### config.mk
export PLATFORM = sky130hd
export DESIGN_NAME = clkmon_alarm_top
export DESIGN_NICKNAME = d
export VERILOG_FILES = /design/src/rtl/clkmon_pkg.sv /design/src/rtl/clkmon_sync.sv /design/src/rtl/clkmon_poll_timer.sv /design/src/rtl/clkmon_alarm_queue.sv /design/src/rtl/clkmon_recovery.sv /design/src/rtl/clkmon_alarm_top.sv
export SDC_FILE = /design/constraint.sdc
export NUM_CORES = 1
export LEC_CHECK = 0
export CORE_MARGIN = 4
export CORE_UTILIZATION = 48
export DETAILED_ROUTE_END_ITERATION = 6
export PLACE_DENSITY = 0.82
export REMOVE_ABC_BUFFERS = 1
export SLEW_MARGIN = 5
export SYNTH_ARGS = -nofsm -noshare
export SYNTH_HDL_FRONTEND = slang
export SYNTH_SLANG_ARGS = --single-unit
### constraint.sdc
create_clock -name clk -period 1.7 [get_ports clk]
set_input_delay 0.34 -clock clk [delete_from_list [all_inputs] [get_ports clk]]
set_output_delay 0.34 -clock clk [all_outputs]
set_load 0.1 [all_outputs]
### src/rtl/clkmon_pkg.sv
package clkmon_pkg;
    localparam int NSRC   = 6;
    localparam int CODE_W = $clog2(NSRC);

    typedef logic [NSRC-1:0]   src_vec_t;
    typedef logic [CODE_W-1:0] code_t;

    typedef enum code_t {
        SRC_BP_RIGHT  = 3'd0,
        SRC_BP_LEFT   = 3'd1,
        SRC_LB_CLK    = 3'd2,
        SRC_LB_CFAIL  = 3'd3,
        SRC_EXT_REF   = 3'd4,
        SRC_PLL_LOCK  = 3'd5
    } src_e;

    typedef struct packed {
        logic  vld;
        code_t code;
    } alarm_evt_t;

    typedef struct packed {
        logic     vld;
        src_vec_t bits;
    } recov_evt_t;

    // isolate the lowest set bit
    function automatic src_vec_t lowest_bit(src_vec_t v);
        return v & (~v + src_vec_t'(1));
    endfunction

    // index of a one-hot vector
    function automatic code_t bit_index(src_vec_t onehot);
        code_t idx = '0;
        for (int i = 0; i < NSRC; i++) begin
            if (onehot[i]) idx = code_t'(i);
        end
        return idx;
    endfunction
endpackage

### src/rtl/clkmon_sync.sv
module clkmon_sync #(
    parameter int W      = 6,
    parameter int STAGES = 2
) (
    input  logic         clk,
    input  logic         rst,
    input  logic [W-1:0] d,
    output logic [W-1:0] q
);
    logic [W-1:0] stg [STAGES];

    always_ff @(posedge clk) begin
        if (rst) stg[0] <= '0;
        else     stg[0] <= d;
    end

    for (genvar s = 1; s < STAGES; s++) begin : g_stage
        always_ff @(posedge clk) begin
            if (rst) stg[s] <= '0;
            else     stg[s] <= stg[s-1];
        end
    end

    assign q = stg[STAGES-1];
endmodule

### src/rtl/clkmon_poll_timer.sv
module clkmon_poll_timer #(
    parameter int PERIOD = 5_000_000
) (
    input  logic clk,
    input  logic rst,
    input  logic run,
    output logic tick
);
    localparam int CNT_W = (PERIOD > 1) ? $clog2(PERIOD) : 1;
    localparam logic [CNT_W-1:0] LAST = CNT_W'(PERIOD - 1);

    logic [CNT_W-1:0] cnt;

    always_ff @(posedge clk) begin
        if (rst || !run)     cnt <= '0;
        else if (cnt == LAST) cnt <= '0;
        else                 cnt <= cnt + 1'b1;
    end

    assign tick = run && (cnt == LAST);
endmodule

### src/rtl/clkmon_alarm_queue.sv
module clkmon_alarm_queue
    import clkmon_pkg::*;
(
    input  logic       clk,
    input  logic       rst,
    input  src_vec_t   new_req,
    output alarm_evt_t evt
);
    src_vec_t pend;
    src_vec_t grant;

    assign grant = lowest_bit(pend);

    always_ff @(posedge clk) begin
        if (rst) begin
            pend <= '0;
            evt  <= '0;
        end else begin
            pend     <= (pend & ~grant) | new_req;
            evt.vld  <= |pend;
            evt.code <= bit_index(grant);
        end
    end
endmodule

### src/rtl/clkmon_recovery.sv
module clkmon_recovery
    import clkmon_pkg::*;
(
    input  logic       clk,
    input  logic       rst,
    input  src_vec_t   rise,
    input  src_vec_t   level,
    input  logic       tick,
    output src_vec_t   failed_q,
    output recov_evt_t evt
);
    src_vec_t rec;

    assign rec = tick ? (failed_q & ~level) : '0;

    always_ff @(posedge clk) begin
        if (rst) begin
            failed_q <= '0;
            evt      <= '0;
        end else begin
            failed_q <= (failed_q & ~rec) | rise;
            evt.vld  <= |rec;
            evt.bits <= rec;
        end
    end
endmodule

### src/rtl/clkmon_alarm_top.sv
module clkmon_alarm_top
    import clkmon_pkg::*;
#(
    parameter int CLK_HZ  = 125_000_000,
    parameter int POLL_MS = 40
) (
    input  logic        clk,
    input  logic        rst,
    input  logic [5:0]  fail_in,
    input  logic        mask_we,
    input  logic [5:0]  mask_wdata,
    input  logic        hist_clr_we,
    input  logic [5:0]  hist_clr_data,
    output logic [5:0]  hist_q,
    output logic        alarm_vld,
    output logic [2:0]  alarm_code,
    output logic        recov_vld,
    output logic [5:0]  recov_bits
);
    localparam int POLL_CYCLES = (CLK_HZ / 1000) * POLL_MS;

    src_vec_t   lvl, lvl_d, rise, mask_q, hist_r, clr_vec, failed_q;
    logic       poll_tick;
    alarm_evt_t a_evt;
    recov_evt_t r_evt;

    clkmon_sync #(.W(NSRC), .STAGES(2)) u_sync (
        .clk(clk), .rst(rst), .d(fail_in), .q(lvl)
    );

    always_ff @(posedge clk) begin
        if (rst) lvl_d <= '0;
        else     lvl_d <= lvl;
    end
    assign rise = lvl & ~lvl_d;

    always_ff @(posedge clk) begin
        if (rst)          mask_q <= '0;
        else if (mask_we) mask_q <= mask_wdata;
    end

    assign clr_vec = hist_clr_we ? hist_clr_data : '0;
    always_ff @(posedge clk) begin
        if (rst) hist_r <= '0;
        else     hist_r <= (hist_r & ~clr_vec) | rise;
    end

    clkmon_alarm_queue u_queue (
        .clk(clk), .rst(rst), .new_req(rise & mask_q), .evt(a_evt)
    );

    clkmon_poll_timer #(.PERIOD(POLL_CYCLES)) u_timer (
        .clk(clk), .rst(rst), .run(|failed_q), .tick(poll_tick)
    );

    clkmon_recovery u_recov (
        .clk(clk), .rst(rst), .rise(rise), .level(lvl),
        .tick(poll_tick), .failed_q(failed_q), .evt(r_evt)
    );

    assign hist_q     = hist_r;
    assign alarm_vld  = a_evt.vld;
    assign alarm_code = a_evt.code;
    assign recov_vld  = r_evt.vld;
    assign recov_bits = r_evt.bits;
endmodule

# Word level (Yosys, flattened, before mapping)
# Memories as Yosys holds them, arrays and structs flattened.
# Cells that the tools add are included.
[totals]
register_bits = 64
in_bits = 22
out_inout_bits = 17
mem_count = 1
ram_bits = 12
wordCells = 53
[memory_table]
columns = ["name", "depth", "width", "read_ports", "rd_ports_with_merged_regs", "wr", "line", "text"]
rows = [
  ["u_sync.stg", 2, 6, 2, 0, 2, "clkmon_sync.sv:10", "logic [W-1:0] stg [STAGES];"],
]
[op_classes]
reduce_logical = 8
n_mux = 12
addsub = 2
n_eq_ne = 1
n_bitwise = 18
[ops]
columns = ["operator", "count"]
rows = [
  ["bitwise AND 6 bit", 7],
  ["inverter 6 bit", 6],
  ["two-way mux 6 bit", 4],
  ["adder 23 x 1 -> 23 bit (second input constant)", 1],
  ["equality test 23 bit (second input constant)", 1],
  ["OR 6 bit", 3],
  ["OR reduction 6 bit", 3],
  ["adder 6 x 1 -> 6 bit (second input constant)", 1],
  ["two-way mux 3 bit", 2],
  ["two-way mux 1 bit", 4],
  ["two-way mux 2 bit", 2],
  ["OR reduction 3 bit", 1],
  ["OR 1 bit", 2],
  ["OR reduction 2 bit", 1],
  ["logical AND 1 bit", 1],
  ["logical NOT 1 bit", 1],
  ["logical OR 1 bit", 1],
]

# Logic depth before layout (Yosys ltp)
[logic_depth]
ltp_word = 8
mapped_depth = 6

# Modules after synthesis
# Synthesis repeated with hierarchy kept, for this count alone.
[hier_totals]
hier_cells = 299
area_unflattened_um2 = 2995.4
[by_module_without_submodules]
columns = ["mod", "area_per_inst_um2", "seq_area_each_um2", "instances", "cells_per_inst"]
rows = [
  ["clkmon_poll_timer", 1074.8, 460.4, 1, 126],
  ["clkmon_alarm_top", 738.2, 360.3, 1, 65],
  ["clkmon_recovery", 476.7, 260.2, 1, 46],
  ["clkmon_sync", 366.6, 240.2, 1, 25],
  ["clkmon_alarm_queue", 339.1, 200.2, 1, 37],
]

# Worst setup path after synthesis
# OpenSTA, ideal clock, no wires.
[synth_path]
kind = "register to register"
start = "register u_timer.cnt[0]"
end = "register u_timer.cnt[22]"
path_stages_with_launch = 6
t_required_ns = 1.630
setup_ns = 0.070
path_buffers = 0
t_arrival_ns = 1.853
path_slack_ns = -0.224
path_cell_list = "dfxtp_1 ha_1 nand4_2 or4b_4 or4_1 a21oi_1"
[synth_via]
elab_chain_len = 2
word_cells_on_any_way = 3
cone_classes = "add/sub (1); eq/ne (1); reduce/logical (1)"
[synth_rtl]
columns = ["element", "line", "text"]
rows = [
  ["start, declared", "clkmon_poll_timer.sv:12", "logic [CNT_W-1:0] cnt;"],
  ["start signal, assigned", "clkmon_poll_timer.sv:17", "else cnt <= cnt + 1'b1;"],
  ["branches (longest 2 deep; another with adder 23 x 1 -> 23 bit)", "-", ""],
]
# Parallel ways; which one is timed is not known.
# A chain may end at the register's enable or synchronous reset.

# Worst setup path in the final report
[layout_path]
start = "register u_timer.cnt[0]"
end = "register u_timer.cnt[20]"
# Same word-level chain as after synthesis.

==> reports/results.ini <==
[status]
outcome = complete, but fails checks
violations = negative setup slack

[drt]
routed_wl_mm = 6.695
drtIter0Drc = 150
post_drt_wl_per_cell_um = 14.59
dr.pass1.iters = 5
drc = 0
vias = 2495
ant_nets = 0
via_per_inst = 5.436

[min_path]
hp-start = u_sync.stg[0][1]
hold_depth = 1
hold_path.class = reg2reg
hold_path_end = u_sync.stg[1][1]

[global_routing]
grt_util_all_layers_pct = 18.23
grt_antenna_before_repair = 0
grt_max_degree = 35
grt_pass1_wl_mm = 10.53
grt-ovfl-total = 0
grt_pass1_vias = 2336

[floorplanning]
io_pins = 39
fp.dieArea_sq_um = 7232
die_w_um = 85.04
die_height_um = 85.04
core_sq_um = 5642
rows = 27
start_util_pct = 50.50

[yosys]
syn_inst = 312
synth-async-reset-ratio_pct = 0
synth_compound_area_share_pct = 9.486
synth-simple-area-share_pct = 27.40
synthAdderAreaFrac_pct = 0.4392
ys_seq_elements = 76
synth_area_per_cell_sq_um = 9.131
synth_top_area_cell = dfxtp_1
yosysSeqAreaShare_pct = 53.40
synth_edf_count = 0
synth_top_family_by_area = simple AND/OR/NAND/NOR gates
synth_mux_area_share_pct = 2.108
synth_warnings = 0
netlist_area_sq_um = 2849
synth_top_area_share_pct = 53.40
synth_ff_type = dfxtp_1
ys_types = 40
synth_area_leaders = dfxtp_1 (53%), nor2_1 (6.9%), nor2b_1 (3.5%)
synth_xor_area_share_pct = 3.689

[cts]
numClockSinks = 76
clk_latency_ns = 0.35
clk_pin_slew_ns = 0.08
cts_tree = yes
clock_path_buffers = 2
cts_root_buf = clkbuf_8
cts_buffers = 9
htreeDepth = 3

[sta]
max_freq_ghz = 0.5726
setup_violations = 14
min_period_ns = 1.746
fin_skew_ns = 0.008427
worst_pin_slew_ns = 0.6398
maxSlewHeadroom_pct = 57.02
finalCritPeriodShare_pct = 102.7
rsz0062_at_grt = true
final.setup.worst_slack_ns = -0.04649
slew_viol_final = 0
finalHoldViolations = 0

[cells_and_area]
multi_input_area_sq_um = 1335
n_antenna_cell = 0
final_util_pct = 71.43
nFillCells = 352
mostFrequentLayoutCell = dfxtp_1
final_cell_area_sq_um = 4030
regArea_sq_um = 1533
layout_common_cells = dfxtp_1 (67), nor2_1 (52), buf_4 (29)
nets = 405
drive_gt1_share_pct = 24.55
area_growth_pct = 41.46

[placement]
io_buffers = 38
dpl-instance-area_sq_um = 3649
dp_hpwl_mm = 4.409
gp_congestion = 0.9212

[critical_path]
required_ns = 1.98
ff2ff_setup_slack_ns = -0.05
reg2regPathDepth = 5
endpoint_kind = register
max_stage_delay_ns = 0.52
reg2reg_to = u_timer.cnt[20]
worstPathMaxFanout = 4
cpMaxStageDelayCell = or4b_4
r2r_start = u_timer.cnt[0]
cp.arrival_ns = 2.03
cp_cell_sequence = ha_4, nand4_4, or4b_4, or4_1, a21oi_1
critPathKind = reg2reg
startpoint_type = register

[pwr]
p_leak_uw = 0.001479
ir_worst_vdd_mv = 0.6415
p_per_area_nw_per_um2 = 921.1

[run]
maxCapViolCount = 0

-- flip-flops by register name (all words and copies together) (netlist names) --
| register | count |
|---|---|
| hist_q | 6 |
| lvl_d | 6 |
| mask_q | 6 |
| u_queue.evt | 4 |
| u_queue.pend | 6 |
| u_recov.evt | 7 |
| u_recov.failed_q | 6 |
| u_sync.stg | 12 |
| u_timer.cnt | 23 |
-- metrics by stage --
stage	cells	hold WS, ns	total power, uW	setup WS (ns)	setup TNS, ns
after CTS	454	0.4112	3710	-0.04743	-0.05545
final	459	0.4330	3712	-0.04649	-0.4710
after floorplan	299	0.3982	2035	-0.2587	-5.408
after global routing	459	0.4592	3848	-0.09264	-1.508
after detailed placement	438	0.4246	2190	-0.1597	-0.3618
after global placement	438	0.4176	2182	-0.07855	-0.1535
-- cells by family (layout without fill, tap and decap cells) --
kind of cell | Yosys count | after routing
XOR/XNOR | 12 | 12
AO/OA/AOI/OAI | 44 | 44
adder cells (fa/ha/maj) | 1 | 1
multiplexers | 6 | 6
flip-flops | 76 | 76
buffers and inverters | 25 | 99
AND/OR/NAND/NOR | 148 | 149
-- area by class of cell --
| cell class | instances | share of cell area (%) |
|---|---|---|
| Clock buffer | 11 | 3.508 |
| Clock inverter | 5 | 2.080 |
| Inverter | 12 | 1.118 |
| Multi-Input combinational cell | 212 | 33.13 |
| Sequential cell | 76 | 38.03 |
| Tap cell | 72 | 2.235 |
| Timing Repair Buffer | 71 | 19.90 |
-- where the power goes --
group / total [uW] / internal (uW) / switching, uW
Sequential: 1860 / 1830 / 32.4
Combinational: 324 / 147 / 178
Clock: 1530 / 872 / 657
Total: 3710 / 2850 / 867
-- what timing repair did --
action,in CTS,in global routing
gates cloned,0,3
resized for setup,7,27
pin swaps,3,7
setup buffers,0,2
hold buffers,0,0
setup endpoints to repair,7,27
-- worst max path at each step --
stage | endpoint | startpoint | cells after the start
3_3_place_gp | u_timer.cnt[20] | u_timer.cnt[0] | 5
6_report | u_timer.cnt[20] | u_timer.cnt[0] | 5
3_5_place_dp | u_timer.cnt[20] | u_timer.cnt[0] | 5
5_1_grt | u_timer.cnt[20] | u_timer.cnt[8] | 4
4_1_cts | u_timer.cnt[20] | u_timer.cnt[0] | 5
2_1_floorplan | u_timer.cnt[10] | u_timer.cnt[0] | 5
-- worst max-delay path: cells and delay by family (launching register included) --
family | cells | cell delay, ns
flops | 1 | 0.36
simple gates | 3 | 1.01
fa+ha+maj | 1 | 0.16
compound gates | 1 | 0.15
-- routing by layer --
metal | vias to the layer above | GRT usage, % | wire (um)
met5 | - | 0 | 0
met4 | 0 | 10.65 | 163
met3 | 17 | 4.175 | 419
met2 | 89 | 28.04 | 3070
met1 | 1159 | 23.33 | 3041
li1 | 1230 | - | -
-- synth_stat cells, drive strengths merged, types with 3 or more instances --
master   n
a21oi   19
nand2   19
dfxtp   76
nand2b   5
inv     12
o21ai    6
xor2     3
nor2    52
nand4    7
or4      7
nor4    10
and3     3
nor2b   16
mux2i    6
clkbuf  11
xnor2    9
o31ai    7
or3      4
nor3     8
a211oi   6
nand3    6
No activity file was read; power rests on OpenSTA's default activity.
